**src/rtl/pcorr_pkg.sv**
```systemverilog
package pcorr_pkg;

    typedef enum logic {
        S_IDLE = 1'b0,
        S_RUN  = 1'b1
    } srch_e;

endpackage

```
**src/rtl/pcorr_codegen.sv**
```systemverilog
module pcorr_codegen #(
    parameter int W  = 5,
    parameter int FB = 2,
    parameter int N  = (1 << W) - 1
) (
    input  logic         clk,
    input  logic         rst_n,
    input  logic         load,
    input  logic         adv,
    output logic [N-1:0] taps
);

    // Ring tap i holds c[(n - i) mod N] at chip n of a period.
    function automatic logic [N-1:0] ring_init();
        logic [N-1:0] c;
        logic [N-1:0] r;
        c = '0;
        for (int m = 0; m < W; m++) c[m] = 1'b1;
        for (int m = W; m < N; m++) c[m] = c[m - W + FB] ^ c[m - W];
        for (int i = 0; i < N; i++) r[i] = c[(N - i) % N];
        return r;
    endfunction

    localparam logic [N-1:0] INIT = ring_init();
    localparam int ONES = (N + 1) / 2;

    typedef struct packed {
        logic [N-1:0] ring;
    } cg_t;

    cg_t s_d, s_q;

    always_comb begin
        s_d = s_q;
        if (load) begin
            s_d.ring = INIT;
        end else if (adv) begin
            s_d.ring = {s_q.ring[N-2:0], s_q.ring[N-1]};
        end
    end

    always_ff @(posedge clk or negedge rst_n) begin
        if (!rst_n) s_q <= '{ring: INIT};
        else        s_q <= s_d;
    end

    assign taps = s_q.ring;

    // rotation keeps the m-sequence weight of 2^(W-1) ones
    a_r2_ring_weight: assert property (@(posedge clk) disable iff (!rst_n)
        $countones(s_q.ring) == ONES);

    // one chip step moves the oldest tap to the front
    a_r2_ring_step: assert property (@(posedge clk) disable iff (!rst_n)
        (adv && !load) |=> s_q.ring[0] == $past(s_q.ring[N-1]));

endmodule

```
**src/rtl/pcorr_acc.sv**
```systemverilog
module pcorr_acc #(
    parameter int N  = 31,
    parameter int SW = $clog2(N + 1) + 1
) (
    input  logic                 clk,
    input  logic                 rst_n,
    input  logic                 chip_en,
    input  logic                 dump,
    input  logic                 ref_bit,
    input  logic                 rx_bit,
    output logic signed [SW-1:0] sum
);

    localparam logic signed [SW-1:0] LIM  = SW'(N);
    localparam logic                 NPAR = 1'(N % 2);

    typedef struct packed {
        logic [SW-1:0] acc;
        logic [SW-1:0] held;
    } acc_t;

    acc_t s_d, s_q;
    logic [SW-1:0] step;

    always_comb begin
        s_d  = s_q;
        step = (ref_bit == rx_bit) ? SW'(1) : '1;
        if (chip_en) begin
            if (dump) begin
                s_d.held = s_q.acc + step;
                s_d.acc  = '0;
            end else begin
                s_d.acc  = s_q.acc + step;
            end
        end
    end

    always_ff @(posedge clk or negedge rst_n) begin
        if (!rst_n) s_q <= '0;
        else        s_q <= s_d;
    end

    assign sum = $signed(s_q.held);

    // a running sum never exceeds one period of chips in magnitude
    a_r3_acc_bound: assert property (@(posedge clk) disable iff (!rst_n)
        ($signed(s_q.acc) <= LIM) && ($signed(s_q.acc) >= -LIM));

    // a dumped sum of exactly N unit terms has the parity of N
    a_r3_full_period: assert property (@(posedge clk) disable iff (!rst_n)
        (chip_en && dump) |=> s_q.held[0] == NPAR);

endmodule

```
**src/rtl/pcorr_maxtree.sv**
```systemverilog
module pcorr_maxtree #(
    parameter int M  = 8,
    parameter int SW = 6,
    parameter int IW = (M > 1) ? $clog2(M) : 1
) (
    input  logic                 clk,
    input  logic                 rst_n,
    input  logic                 in_vld,
    input  logic [M-1:0]         in_mask,
    input  logic [M*SW-1:0]      in_val,
    output logic                 out_vld,
    output logic [IW-1:0]        out_idx,
    output logic signed [SW-1:0] out_val
);

    localparam int L  = (M > 1) ? $clog2(M) : 0;
    localparam int MP = 1 << L;

    typedef struct packed {
        logic          vld;
        logic [SW-1:0] val;
        logic [IW-1:0] idx;
    } cand_t;

    cand_t leaf [MP];

    always_comb begin
        for (int k = 0; k < MP; k++) begin
            if (k < M) begin
                leaf[k].vld = in_vld & in_mask[k];
                leaf[k].val = in_val[k*SW +: SW];
                leaf[k].idx = IW'(k);
            end else begin
                leaf[k] = '0;
            end
        end
    end

    generate
        if (L == 0) begin : g_flat
            assign out_vld = in_vld;
            assign out_idx = leaf[0].idx;
            assign out_val = $signed(leaf[0].val);
        end else begin : g_tree
            cand_t       nd_d [1:MP-1];
            cand_t       nd_q [1:MP-1];
            cand_t       view [1:2*MP-1];
            logic [L-1:0] vsr_d, vsr_q;

            always_comb begin
                for (int i = 1; i < MP; i++) view[i] = nd_q[i];
                for (int i = MP; i < 2 * MP; i++) view[i] = leaf[i - MP];
                for (int i = 1; i < MP; i++) begin
                    if (view[2*i+1].vld &&
                        (!view[2*i].vld ||
                         ($signed(view[2*i+1].val) > $signed(view[2*i].val))))
                        nd_d[i] = view[2*i+1];
                    else
                        nd_d[i] = view[2*i];
                end
                vsr_d = (vsr_q << 1) | L'(in_vld);
            end

            always_ff @(posedge clk or negedge rst_n) begin
                if (!rst_n) begin
                    for (int i = 1; i < MP; i++) nd_q[i] <= '0;
                    vsr_q <= '0;
                end else begin
                    for (int i = 1; i < MP; i++) nd_q[i] <= nd_d[i];
                    vsr_q <= vsr_d;
                end
            end

            assign out_vld = vsr_q[L-1];
            assign out_idx = nd_q[1].idx;
            assign out_val = $signed(nd_q[1].val);

            for (genvar gi = 1; gi < MP; gi++) begin : g_chk
                // a node is never below a valid child of the previous cycle
                a_r5_node_max: assert property (@(posedge clk) disable iff (!rst_n)
                    nd_q[gi].vld |->
                        ((!$past(view[2*gi].vld) ||
                          $signed(nd_q[gi].val) >= $signed($past(view[2*gi].val))) &&
                         (!$past(view[2*gi+1].vld) ||
                          $signed(nd_q[gi].val) >= $signed($past(view[2*gi+1].val)))));
                // on equal values the lower-index side is kept
                a_r5_tie_low: assert property (@(posedge clk) disable iff (!rst_n)
                    (nd_q[gi].vld && $past(view[2*gi].vld)) |->
                        (($signed(nd_q[gi].val) > $signed($past(view[2*gi].val))) ||
                         (nd_q[gi].idx == $past(view[2*gi].idx))));
            end
        end
    endgenerate

endmodule

```
**src/rtl/pcorr_bank.sv**
```systemverilog
module pcorr_bank
    import pcorr_pkg::*;
#(
    parameter int LFSR_W = 5,
    parameter int FB_TAP = 2,
    parameter int NCORR  = 8,
    parameter int N      = (1 << LFSR_W) - 1,
    parameter int PW     = $clog2(N),
    parameter int SW     = $clog2(N + 1) + 1
) (
    input  logic                 clk,
    input  logic                 rst_n,
    input  logic                 start,
    input  logic                 chip_valid,
    input  logic                 rx_chip,
    output logic                 busy,
    output logic                 res_valid,
    output logic [PW-1:0]        res_phase,
    output logic signed [SW-1:0] res_peak
);

    localparam int NGRP = (N + NCORR - 1) / NCORR;
    localparam int GW   = (NGRP > 1) ? $clog2(NGRP) : 1;
    localparam int CW   = $clog2(N);
    localparam int IW   = (NCORR > 1) ? $clog2(NCORR) : 1;

    typedef struct packed {
        srch_e            st;
        logic [CW-1:0]    cnt;
        logic [GW-1:0]    grp;
        logic [PW-1:0]    goff;
        logic             dump;
        logic [PW-1:0]    base;
        logic [NCORR-1:0] mask;
    } ctl_t;

    ctl_t c_d, c_q;

    logic                  accept, last_chip, load;
    logic [N-1:0]          taps;
    logic [NCORR-1:0]      ref_bits;
    logic [NCORR-1:0]      act;
    logic [NCORR*SW-1:0]   sum_flat;
    logic                  t_vld;
    logic [IW-1:0]         t_idx;
    logic signed [SW-1:0]  t_val;

    // tap selection and window mask for the current group
    always_comb begin
        for (int k = 0; k < NCORR; k++) begin
            int t;
            t = int'(c_q.goff) + k;
            act[k] = (t < N);
            if (t >= N) t = t - N;
            ref_bits[k] = taps[t];
        end
    end

    always_comb begin
        c_d       = c_q;
        c_d.dump  = 1'b0;
        accept    = (c_q.st == S_RUN) && chip_valid;
        last_chip = accept && (c_q.cnt == CW'(N - 1));
        load      = (c_q.st == S_IDLE) && start;
        if (load) begin
            c_d.st   = S_RUN;
            c_d.cnt  = '0;
            c_d.grp  = '0;
            c_d.goff = '0;
        end else if (last_chip) begin
            c_d.dump = 1'b1;
            c_d.base = c_q.goff;
            c_d.mask = act;
            c_d.cnt  = '0;
            if (c_q.grp == GW'(NGRP - 1)) begin
                c_d.st   = S_IDLE;
                c_d.grp  = '0;
                c_d.goff = '0;
            end else begin
                c_d.grp  = c_q.grp + GW'(1);
                c_d.goff = c_q.goff + PW'(NCORR);
            end
        end else if (accept) begin
            c_d.cnt = c_q.cnt + CW'(1);
        end
    end

    always_ff @(posedge clk or negedge rst_n) begin
        if (!rst_n) c_q <= '{st: S_IDLE, default: '0};
        else        c_q <= c_d;
    end

    pcorr_codegen #(.W(LFSR_W), .FB(FB_TAP), .N(N)) u_codegen (
        .clk   (clk),
        .rst_n (rst_n),
        .load  (load),
        .adv   (accept),
        .taps  (taps)
    );

    generate
        for (genvar gk = 0; gk < NCORR; gk++) begin : g_corr
            logic signed [SW-1:0] s_k;
            pcorr_acc #(.N(N), .SW(SW)) u_acc (
                .clk     (clk),
                .rst_n   (rst_n),
                .chip_en (accept),
                .dump    (last_chip),
                .ref_bit (ref_bits[gk]),
                .rx_bit  (rx_chip),
                .sum     (s_k)
            );
            assign sum_flat[gk*SW +: SW] = s_k;
        end
    endgenerate

    pcorr_maxtree #(.M(NCORR), .SW(SW), .IW(IW)) u_tree (
        .clk     (clk),
        .rst_n   (rst_n),
        .in_vld  (c_q.dump),
        .in_mask (c_q.mask),
        .in_val  (sum_flat),
        .out_vld (t_vld),
        .out_idx (t_idx),
        .out_val (t_val)
    );

    assign busy      = (c_q.st == S_RUN);
    assign res_valid = t_vld;
    assign res_phase = c_q.base + PW'(t_idx);
    assign res_peak  = t_val;

    // an accepted start raises busy on the next cycle
    a_r8_busy_rise: assert property (@(posedge clk) disable iff (!rst_n)
        (c_q.st == S_IDLE && start) |=> busy);

    // the final period's last chip ends the search
    a_r4_search_end: assert property (@(posedge clk) disable iff (!rst_n)
        (last_chip && c_q.grp == GW'(NGRP - 1)) |=> !busy);

    // a start during a search leaves the window unchanged
    a_r7_restart_ignored: assert property (@(posedge clk) disable iff (!rst_n)
        (busy && start && !last_chip) |=> (busy && $stable(c_q.grp)));

    // the window base stays inside the code
    a_r4_base_range: assert property (@(posedge clk) disable iff (!rst_n)
        c_q.goff < PW'(N));

    // one result pulse per period
    a_r6_valid_pulse: assert property (@(posedge clk) disable iff (!rst_n)
        res_valid |=> !res_valid);

    // a reported phase lies inside the code
    a_r4_phase_range: assert property (@(posedge clk) disable iff (!rst_n)
        res_valid |-> res_phase < PW'(N));

endmodule

```
**config.mk**
```make
export PLATFORM = sky130hd
export DESIGN_NAME = pcorr_bank
export DESIGN_NICKNAME = d
export VERILOG_FILES = /design/src/rtl/pcorr_pkg.sv /design/src/rtl/pcorr_codegen.sv /design/src/rtl/pcorr_acc.sv /design/src/rtl/pcorr_maxtree.sv /design/src/rtl/pcorr_bank.sv
export SDC_FILE = /design/constraint.sdc
export NUM_CORES = 1
export LEC_CHECK = 0
export BUFFER_PORTS_ARGS = -buffer_cell sky130_fd_sc_hd__buf_2
export CAP_MARGIN = 5
export CORE_MARGIN = 2
export CORE_UTILIZATION = 45
export DETAILED_ROUTE_END_ITERATION = 7
export GPL_TIMING_DRIVEN = 1
export SKIP_CTS_REPAIR_TIMING = 1
export SLEW_MARGIN = 30
export SYNTH_ARGS = -nofsm -noshare
export SYNTH_HDL_FRONTEND = slang
export SYNTH_SLANG_ARGS = --single-unit
```
**constraint.sdc**
```tcl
create_clock -name clk -period 3.2 [get_ports clk]
set_input_delay 0.32 -clock clk [delete_from_list [all_inputs] [get_ports clk]]
set_output_delay 0.32 -clock clk [all_outputs]
set_load 0.03 [all_outputs]
```
==> flow_summary.toml, run 1 <==
[synth]
async_flop_share = 1.00
avgSynthCellArea_sq_um = 10.5
syn_area_sq_um = 10500
synth_cells = 994
ys_seq_area_frac = 0.495
synth_edf_count = 0
ys_top_cells_by_area = "dfrtp_1, ha_1, nand2_1"
synth_cell_type_count = 47
ys.flop_type = "dfrtp_1"
yosysTopAreaCell = "dfrtp_1"
yosysTopAreaCellShare = 0.454
yosys_warnings = 0
ys_seq_elements = 206

[timing]
fmax_mhz = 311
min_period_ns = 3.22
finalWorstSetupSlack_ns = -0.0181
tightest_slew_ns = 0.876
slew_violations = 0
finalCritPeriodShare = 1.01
final-hold-violation-count = 0
setup_viol = 1
setup_tns_ns = -0.0181
fin_skew_ns = 0.00999
hold_ws_ns = 0.190
rsz0062_at_grt = "true"
relSlewSlack = 0.416

[routing]
vias = 6890
drc = 0
drtPass1Iterations = 6
via_per_inst = 5.16
ant_nets = 0
wire_per_inst_um = 15.9
drt_iter0_markers = 305
drt-total-wl_um = 21300

[cells_and_area]
layout_commonest_cell = "dfrtp_1"
diodes = 0
final-seq-area_sq_um = 5180
syn_to_final_growth_pct = 14.4
drive_above_1_share = 0.198
nNetsFinal = 1129
fill_cells = 2022
final_cell_mix = "dfrtp_1, nand2_1, o21ai_0"
multi_input_area_sq_um = 4990

[setup_path]
worstPathCellList = "ha_4 -> buf_6 -> mux2i_1 -> mux4_2 -> nand2_2 -> o31a_4 -> xor2_4 -> ha_4 -> a21o_1 -> a21oi_2 -> o21bai_1 -> a21oi_1 -> xor2_1 -> xnor2_1 -> mux2_4"
worst-setup-path-type = "reg2reg"
crit_path_end_kind = "flip-flop"
cp_slowest_cell = "mux4_2"
critPathArrivalTime_ns = 3.61
critPathRequiredTime_ns = 3.59
cp_slowest_stage_delay_ns = 0.48
crit_fanout = 6
start_kind = "flip-flop"
cp_common_cell = "ha_4"

[floorplanning]
rows = 55
core_area_sq_um = 22700
die_h_um = 156
die_x_um = 156
start_util = 0.461
dieArea_sq_um = 24500
pin_count = 18

[global_routing]
overflow = 0
first_global_vias = 6924
grt_pass1_wl_um = 35800
grt.total_usage = 0.183
grt_antenna_before_repair = 0
grt_max_degree = 102

[run_status]
violations = "negative setup slack"
status = "finished with violations"

[power]
power_density_nw_per_um2 = 786
p_leak_uw = 0.00569
power_uw = 9410
max-vdd-ir-drop_uv = 494

[min_path]
worstHoldPathType = "in2reg"

[placed_design]
io_buffers = 17
pre_cts_slack_ns = -0.0679
globalplace.congestion = 0.822
dp_hpwl_um = 14300

[clocking]
cts_buffers = 24
cts_max_path_buffers = 3
cts_tree = "built"
htree_levels = 1
clk_latency_ns = 0.51
clk_pin_slew_ns = 0.06
cts_root_buffer = "clkbuf_16"
cts_sinks = 206

[run]
cap_violations = 0
## per-layer routing
layer,wire [um],share of wire,track usage,up-vias
met4,424,0.020,0.0437,0
met3,451,0.021,0.0219,29
li1,-,-,-,3464
met2,9870,0.46,0.299,66
met5,0,0,0,-
met1,10500,0.50,0.261,3331
## power by group
part           switching (uW)  internal [uW]
Sequential                385           3100
Clock                    1060           1570
Combinational            1720           1580
## final cells by class
cell class	instances	share of cell area
multi-input combinational	682	0.417
sequential	206	0.433
inverter	58	0.0182
clock buffer	38	0.0614
clock inverter	6	0.00251
timing repair buffer	61	0.0387
tap	285	0.0298
## sequential cells by signal (all words and copies together), names as in the netlist
register / cells
busy: 1
c_q: 15
g_corr.u_acc.s_q: 48
g_corr.u_acc.sum: 48
u_codegen.taps: 31
u_tree.g_tree.nd_q: 51
u_tree.g_tree.vsr_q: 3
u_tree.out_idx: 3
u_tree.out_val: 6
## stage by stage
stage                     std cells  utilization  cell area [sq um]
after global routing           1336        0.527              12000
after global placement         1286        0.486              11000
after floorplan                 995            -              10500
final                          1336        0.527              12000
after detailed placement       1286        0.486              11000
after CTS                      1330        0.520              11800
## cell families (layout without fill, tap and decap cells)
group	after synthesis	after routing	share of synthesized area
other cells	2	3	0.000718
simple gates	254	254	0.101
flops	206	206	0.494
buf+inv	107	163	0.0436
mux	62	62	0.0757
xor+xnor	48	48	0.0409
fa+ha+maj	91	91	0.115
compound gates	224	224	0.129
## cells in the mapped netlist, drive strengths merged, types with 3 or more instances
| cell | instances |
|---|---|
| nor2 | 21 |
| xnor2 | 33 |
| xor2 | 15 |
| dfstp | 16 |
| a21o | 14 |
| nand2b | 3 |
| o21ai | 121 |
| dfrtp | 190 |
| buf | 16 |
| nor2b | 13 |
| nand3 | 28 |
| ha | 83 |
| a21oi | 31 |
| mux4 | 9 |
| a22o | 16 |
| mux2i | 6 |
| mux2 | 47 |
| clkbuf | 33 |
| o31ai | 12 |
| inv | 57 |
| nand2 | 180 |
| o21a | 16 |
| or2b | 3 |
| fa | 8 |
## critical path: cells and delay by family, from the launching register on
kind,cells,cell delay [ns]
AOI/OAI and AO/OA,5,0.70
xor gates and xnor gates,3,0.48
adders and majority gates,2,0.41
buffers and inverters,1,0.12
DFF,1,0.45
muxes,3,0.85
and+or+nand+nor,1,0.09
## path summary, 6_finish.rpt
| path | slack (ns) | from | depth (start not counted) | to |
|---|---|---|---|---|
| min in group asynchronous | 0.45 | rst_n | 2 | u_tree.g_tree.nd_q[54] |
| worst min-delay path | 0.19 | start | 3 | c_q[25] |
| max in group asynchronous | 1.95 | rst_n | 3 | u_codegen.taps[23] |
| worst max register to register | -0.02 | c_q[17] | 15 | g_corr[7].u_acc.sum[5] |
| worst max-delay path | -0.02 | c_q[17] | 15 | g_corr[7].u_acc.sum[5] |
| worst min register to register | 0.35 | u_tree.g_tree.vsr_q[1] | 0 | u_tree.g_tree.vsr_q[2] |
Power figures use the tool's default switching activity.
==> run 2: changes to the inputs <==
- CORE_MARGIN: 2 -> default
- clock period: 3.2 -> 2.6 ns (I/O delays scaled with it)
==> flow_summary.toml, run 2 (synthesis results as in run 1) <==
[run_status]
status = "finished with violations"
violations = "negative setup slack"

[min_path]
min_path_cells = 3
worstHoldPathType = "in2reg"

[global_routing]
grt.total_usage = 0.190
grt_pass1_wl_um = 36300
grt_max_degree = 66
grt_antenna_before_repair = 0
first_global_vias = 7228
overflow = 0

[power]
comb_power_share = 0.410
internal-power_uw = 8540
power_density_nw_per_um2 = 1000
max-vdd-ir-drop_uv = 535
p_leak_uw = 0.00612
p_switching_uw = 4230
switching_share = 0.331
sequentialPowerShare = 0.333
pwr-share-clk = 0.257

[cells_and_area]
fill_cells = 1929
layout_commonest_cell = "dfrtp_1"
nNetsFinal = 1213
drive_above_1_share = 0.256
largest_reg_flops = 51
postLayoutCellArea_sq_um = 12700
diodes = 0
instances_no_fill = 1419
syn_to_final_growth_pct = 21.4
utilization = 0.560
multi_input_area_sq_um = 5050
largest-register = "u_tree.g_tree.nd_q"
final_cell_mix = "dfrtp_1, nand2_1, buf_4"
final-seq-area_sq_um = 5180

[routing]
drt-total-wl_um = 21800
wire_per_inst_um = 15.3
drt_iter0_markers = 256
vias = 7250
drtPass1Iterations = 4
via_per_inst = 5.11
ant_nets = 0
drc = 0

[clocking]
cts_root_buffer = "clkbuf_16"
cts_buffers = 24
clk_latency_ns = 0.51
cts_max_path_buffers = 3
cts_sinks = 206
htree_levels = 1
cts_tree = "built"
clk_pin_slew_ns = 0.06

[floorplanning]
rows = 55
dieArea_sq_um = 23900
die_x_um = 154
die_h_um = 154
core_area_sq_um = 22700
start_util = 0.461
pin_count = 18

[setup_path]
critPathArrivalTime_ns = 3.73
cp-startpoint = "c_q[18]"
r2r_end = "g_corr[7].u_acc.sum[5]"
critPathRequiredTime_ns = 3.00
reg2reg_setup_slack_ns = -0.72
crit_fanout = 4
start_kind = "flip-flop"
r2r_cells = 15
endpoint = "g_corr[7].u_acc.sum[5]"
r2r-start = "c_q[18]"
crit_path_end_kind = "flip-flop"
worst-setup-path-type = "reg2reg"

[timing]
min_period_ns = 3.32
fin_skew_ns = 0.0117
rsz0062_at_grt = "true"
setup_viol = 65
fmax_mhz = 301
slew_violations = 0
finalWorstSetupSlack_ns = -0.723
relSlewSlack = 0.424
final-hold-violation-count = 0
finalCritPeriodShare = 1.28
tightest_slew_ns = 0.865

[placed_design]
pre_cts_slack_ns = -0.664
placed_cells = 1368
globalplace.congestion = 0.823
place_area_sq_um = 11700
io_buffers = 17
dp_hpwl_um = 15100

[run]
cap_violations = 0
run 2: changes by cell type in the layout (fill, tap and decap cells not counted), sizes merged:
cell      change
buf          +84
bufinv        +1
clkbuf        -3
clkinv        -1
clkinvlp      +1
inv           +1
run 2: stage by stage:
stage	TNS, ns	power (uW)	hold slack (ns)
2_1_floorplan	-8.79	7090	-0.0356
3_3_place_gp	-16.15	8970	0.298
3_5_place_dp	-19.17	9120	0.295
4_1_cts	-20.19	12500	-0.251
5_1_grt	-27.29	13700	0.156
6_report	-15.30	12800	0.139
run 2: metal layers:
metal | share of wire | GRT usage | up-vias
li1 | - | - | 3630
met1 | 0.49 | 0.263 | 3514
met2 | 0.47 | 0.319 | 79
met3 | 0.026 | 0.0241 | 27
met4 | 0.016 | 0.0401 | 0
met5 | 0 | 0 | -
run 2: area by class of cell:
cell class,instances,share of cell area
Tap cell,285,0.0281
Sequential cell,206,0.407
Timing Repair Buffer,145,0.0883
Inverter,58,0.0171
Clock buffer,35,0.0545
Multi-Input combinational cell,682,0.398
Clock inverter,8,0.00670
run 2: worst min-delay path by stage:
stage	startpoint	end	slack, ns
global placement	rst_n	g_corr[1].u_acc.sum[0]	0.30
CTS	rst_n	g_corr[1].u_acc.sum[0]	-0.25
finish	start	c_q[25]	0.14
global route	start	c_q[25]	0.16
floorplan	rst_n	busy	-0.04
detailed placement	rst_n	g_corr[1].u_acc.sum[0]	0.30
run 2: worst max-delay path: stages, from the launching register on:
cell and delay, ns:
dfrtp_2 0.44, ha_4 0.19, buf_12 0.12, mux2i_1 0.11, mux4_2 0.47, nand2_1 0.08, o31a_2 0.19, xor2_4 0.22
ha_4 0.23, a21o_1 0.16, a21oi_2 0.17, o21bai_1 0.09, a21oi_1 0.17, xor2_1 0.20, xnor2_1 0.12, mux2_4 0.26
run 2: power groups by stage:
stage          sequential, uW  combinational (uW)  clock (uW)
3_5_place_dp             4300                4820           0
3_3_place_gp             4290                4680           0
2_1_floorplan            4210                2880           0
4_1_cts                  4250                4850        3350
5_1_grt                  4340                5840        3480
6_report                 4250                5230        3280
==> run 3: changes to the inputs <==
- ABC_AREA: default -> 1
==> flow_summary.toml, run 3 <==
[run_status]
status = "finished clean"

[power]
power_density_nw_per_um2 = 1080
p_leak_uw = 0.00635
max-vdd-ir-drop_uv = 539

[setup_path]
critPathRequiredTime_ns = 2.99
cp-startpoint = "c_q[18]"
r2r-start = "c_q[18]"
crit_path_end_kind = "flip-flop"
crit_fanout = 6
start_kind = "flip-flop"
critPathArrivalTime_ns = 2.98
r2r_cells = 19
worst-setup-path-type = "reg2reg"

[clocking]
cts_buffers = 23
htree_levels = 1
clk_pin_slew_ns = 0.06
cts_root_buffer = "clkbuf_16"
cts_sinks = 206
clk_latency_ns = 0.51
cts_max_path_buffers = 3
cts_tree = "built"

[timing]
hold_ws_ns = 0.263
fin_skew_ns = 0.00893
relSlewSlack = 0.507
final-hold-violation-count = 0
tightest_slew_ns = 0.738
rsz0062_at_grt = "true"
finalCritPeriodShare = 0.995
setup_viol = 0
finalWorstSetupSlack_ns = 0.0132
slew_violations = 0
min_period_ns = 2.59
fmax_mhz = 387

[floorplanning]
die_h_um = 157
start_util = 0.460
dieArea_sq_um = 24700
rows = 56
pin_count = 18
core_area_sq_um = 23500
die_x_um = 157

[synth]
synth_cell_type_count = 38
ys_seq_elements = 206
yosysTopAreaCellShare = 0.439
synth.most_common_cell = "nand2_1"
synth_edf_count = 0
syn_area_sq_um = 10800
synth_cells = 1225
yosysTopAreaCell = "dfrtp_1"
async_flop_share = 1.00
ys_seq_area_frac = 0.478
ys_top_cells_by_area = "dfrtp_1, nand2_1, ha_1"
yosys_warnings = 0
ys.flop_type = "dfrtp_1"
avgSynthCellArea_sq_um = 8.84
synthTopCellsByCount = "nand2_1, dfrtp_1, inv_1"

[routing]
via_per_inst = 5.02
drc = 0
drt_iter0_markers = 372
wire_per_inst_um = 14.6
vias = 8043
ant_nets = 0
drtPass1Iterations = 4
drt-total-wl_um = 23400

[placed_design]
globalplace.congestion = 0.828
place_area_sq_um = 11500
pre_cts_slack_ns = -0.213
io_buffers = 17
dp_hpwl_um = 16200

[min_path]
worstHoldPathType = "in2reg"
min_from = "chip_valid"
min_path_cells = 5

[cells_and_area]
postLayoutCellArea_sq_um = 12500
layout_commonest_cell = "nand2_1"
nNetsFinal = 1363
largest_reg_flops = 51
final_cell_mix = "nand2_1, dfrtp_1, inv_1"
largest-register = "u_tree.g_tree.nd_q"
drive_above_1_share = 0.157
utilization = 0.532
diodes = 0
syn_to_final_growth_pct = 15.8

[global_routing]
grt_antenna_before_repair = 0
first_global_vias = 8032
overflow = 0
grt_max_degree = 78
grt.total_usage = 0.199
grt_pass1_wl_um = 39400

[run]
cap_violations = 0
-- run 3: cells by family after synthesis --
| kind of cell | synth area share |
|---|---|
| XOR/XNOR | 0.0242 |
| adder cells (fa/ha/maj) | 0.111 |
| other | 0.000694 |
| buffers and inverters | 0.0749 |
| AND/OR/NAND/NOR | 0.197 |
| AO/OA/AOI/OAI | 0.114 |
| flip-flops | 0.478 |
-- run 3: layout make-up --
| cell class | count | area, sq um |
|---|---|---|
| Clock buffer | 32 | 669 |
| Inverter | 144 | 554 |
| Multi-Input combinational cell | 827 | 5120 |
| Sequential cell | 206 | 5180 |
| Timing Repair Buffer | 65 | 522 |
| Fill cell | 2186 | 11000 |
| Tap cell | 319 | 399 |
| Clock inverter | 9 | 95.1 |
-- run 3: worst max-delay path: stages (launching register included) --
cell and delay, ns:
dfrtp_2 0.47, ha_4 0.23, buf_6 0.14, nand2_1 0.05
nand3_1 0.07, nand3_1 0.08, nand3b_1 0.14, nand2_2 0.12
nand2_2 0.08, nand2_4 0.14, ha_4 0.23, a21o_1 0.17
nand2_1 0.08, nand3_1 0.07, nand2_1 0.08, nand2_2 0.07
inv_2 0.05, nand3_2 0.07, nand3_2 0.07, nand2_1 0.06
-- run 3: metrics by stage --
| stage | cells | total power, uW | TNS [ns] |
|---|---|---|---|
| floorplan | 1226 | 8440 | 0 |
| global placement | 1557 | 9760 | -0.254 |
| global route | 1602 | 14700 | -0.803 |
| finish | 1602 | 13600 | 0 |
| detailed placement | 1558 | 9910 | -1.25 |
| CTS | 1599 | 13200 | -1.37 |
-- run 3: path summary, 6_finish.rpt --
check                                           to  slack, ns
max in group asynchronous        u_codegen.taps[6]       1.47
max                         g_corr[7].u_acc.sum[5]       0.01
min in group asynchronous   g_corr[6].u_acc.sum[2]       0.35
min reg2reg                 u_tree.g_tree.vsr_q[1]       0.35
min                        g_corr[7].u_acc.s_q[11]       0.26
max reg2reg                 g_corr[7].u_acc.sum[5]       0.01
-- run 3: layer usage --
layer	vias to the layer above	global-route usage	share of wire
li1	4101	-	-
met1	3795	0.270	0.47
met2	107	0.331	0.47
met3	40	0.0317	0.039
met4	0	0.0541	0.020
met5	-	0	0
-- run 3: power by group --
part           switching, uW  internal (uW)
logic                   3000           2520
registers                681           4080
clock network           1280           1980
total                   4960           8590
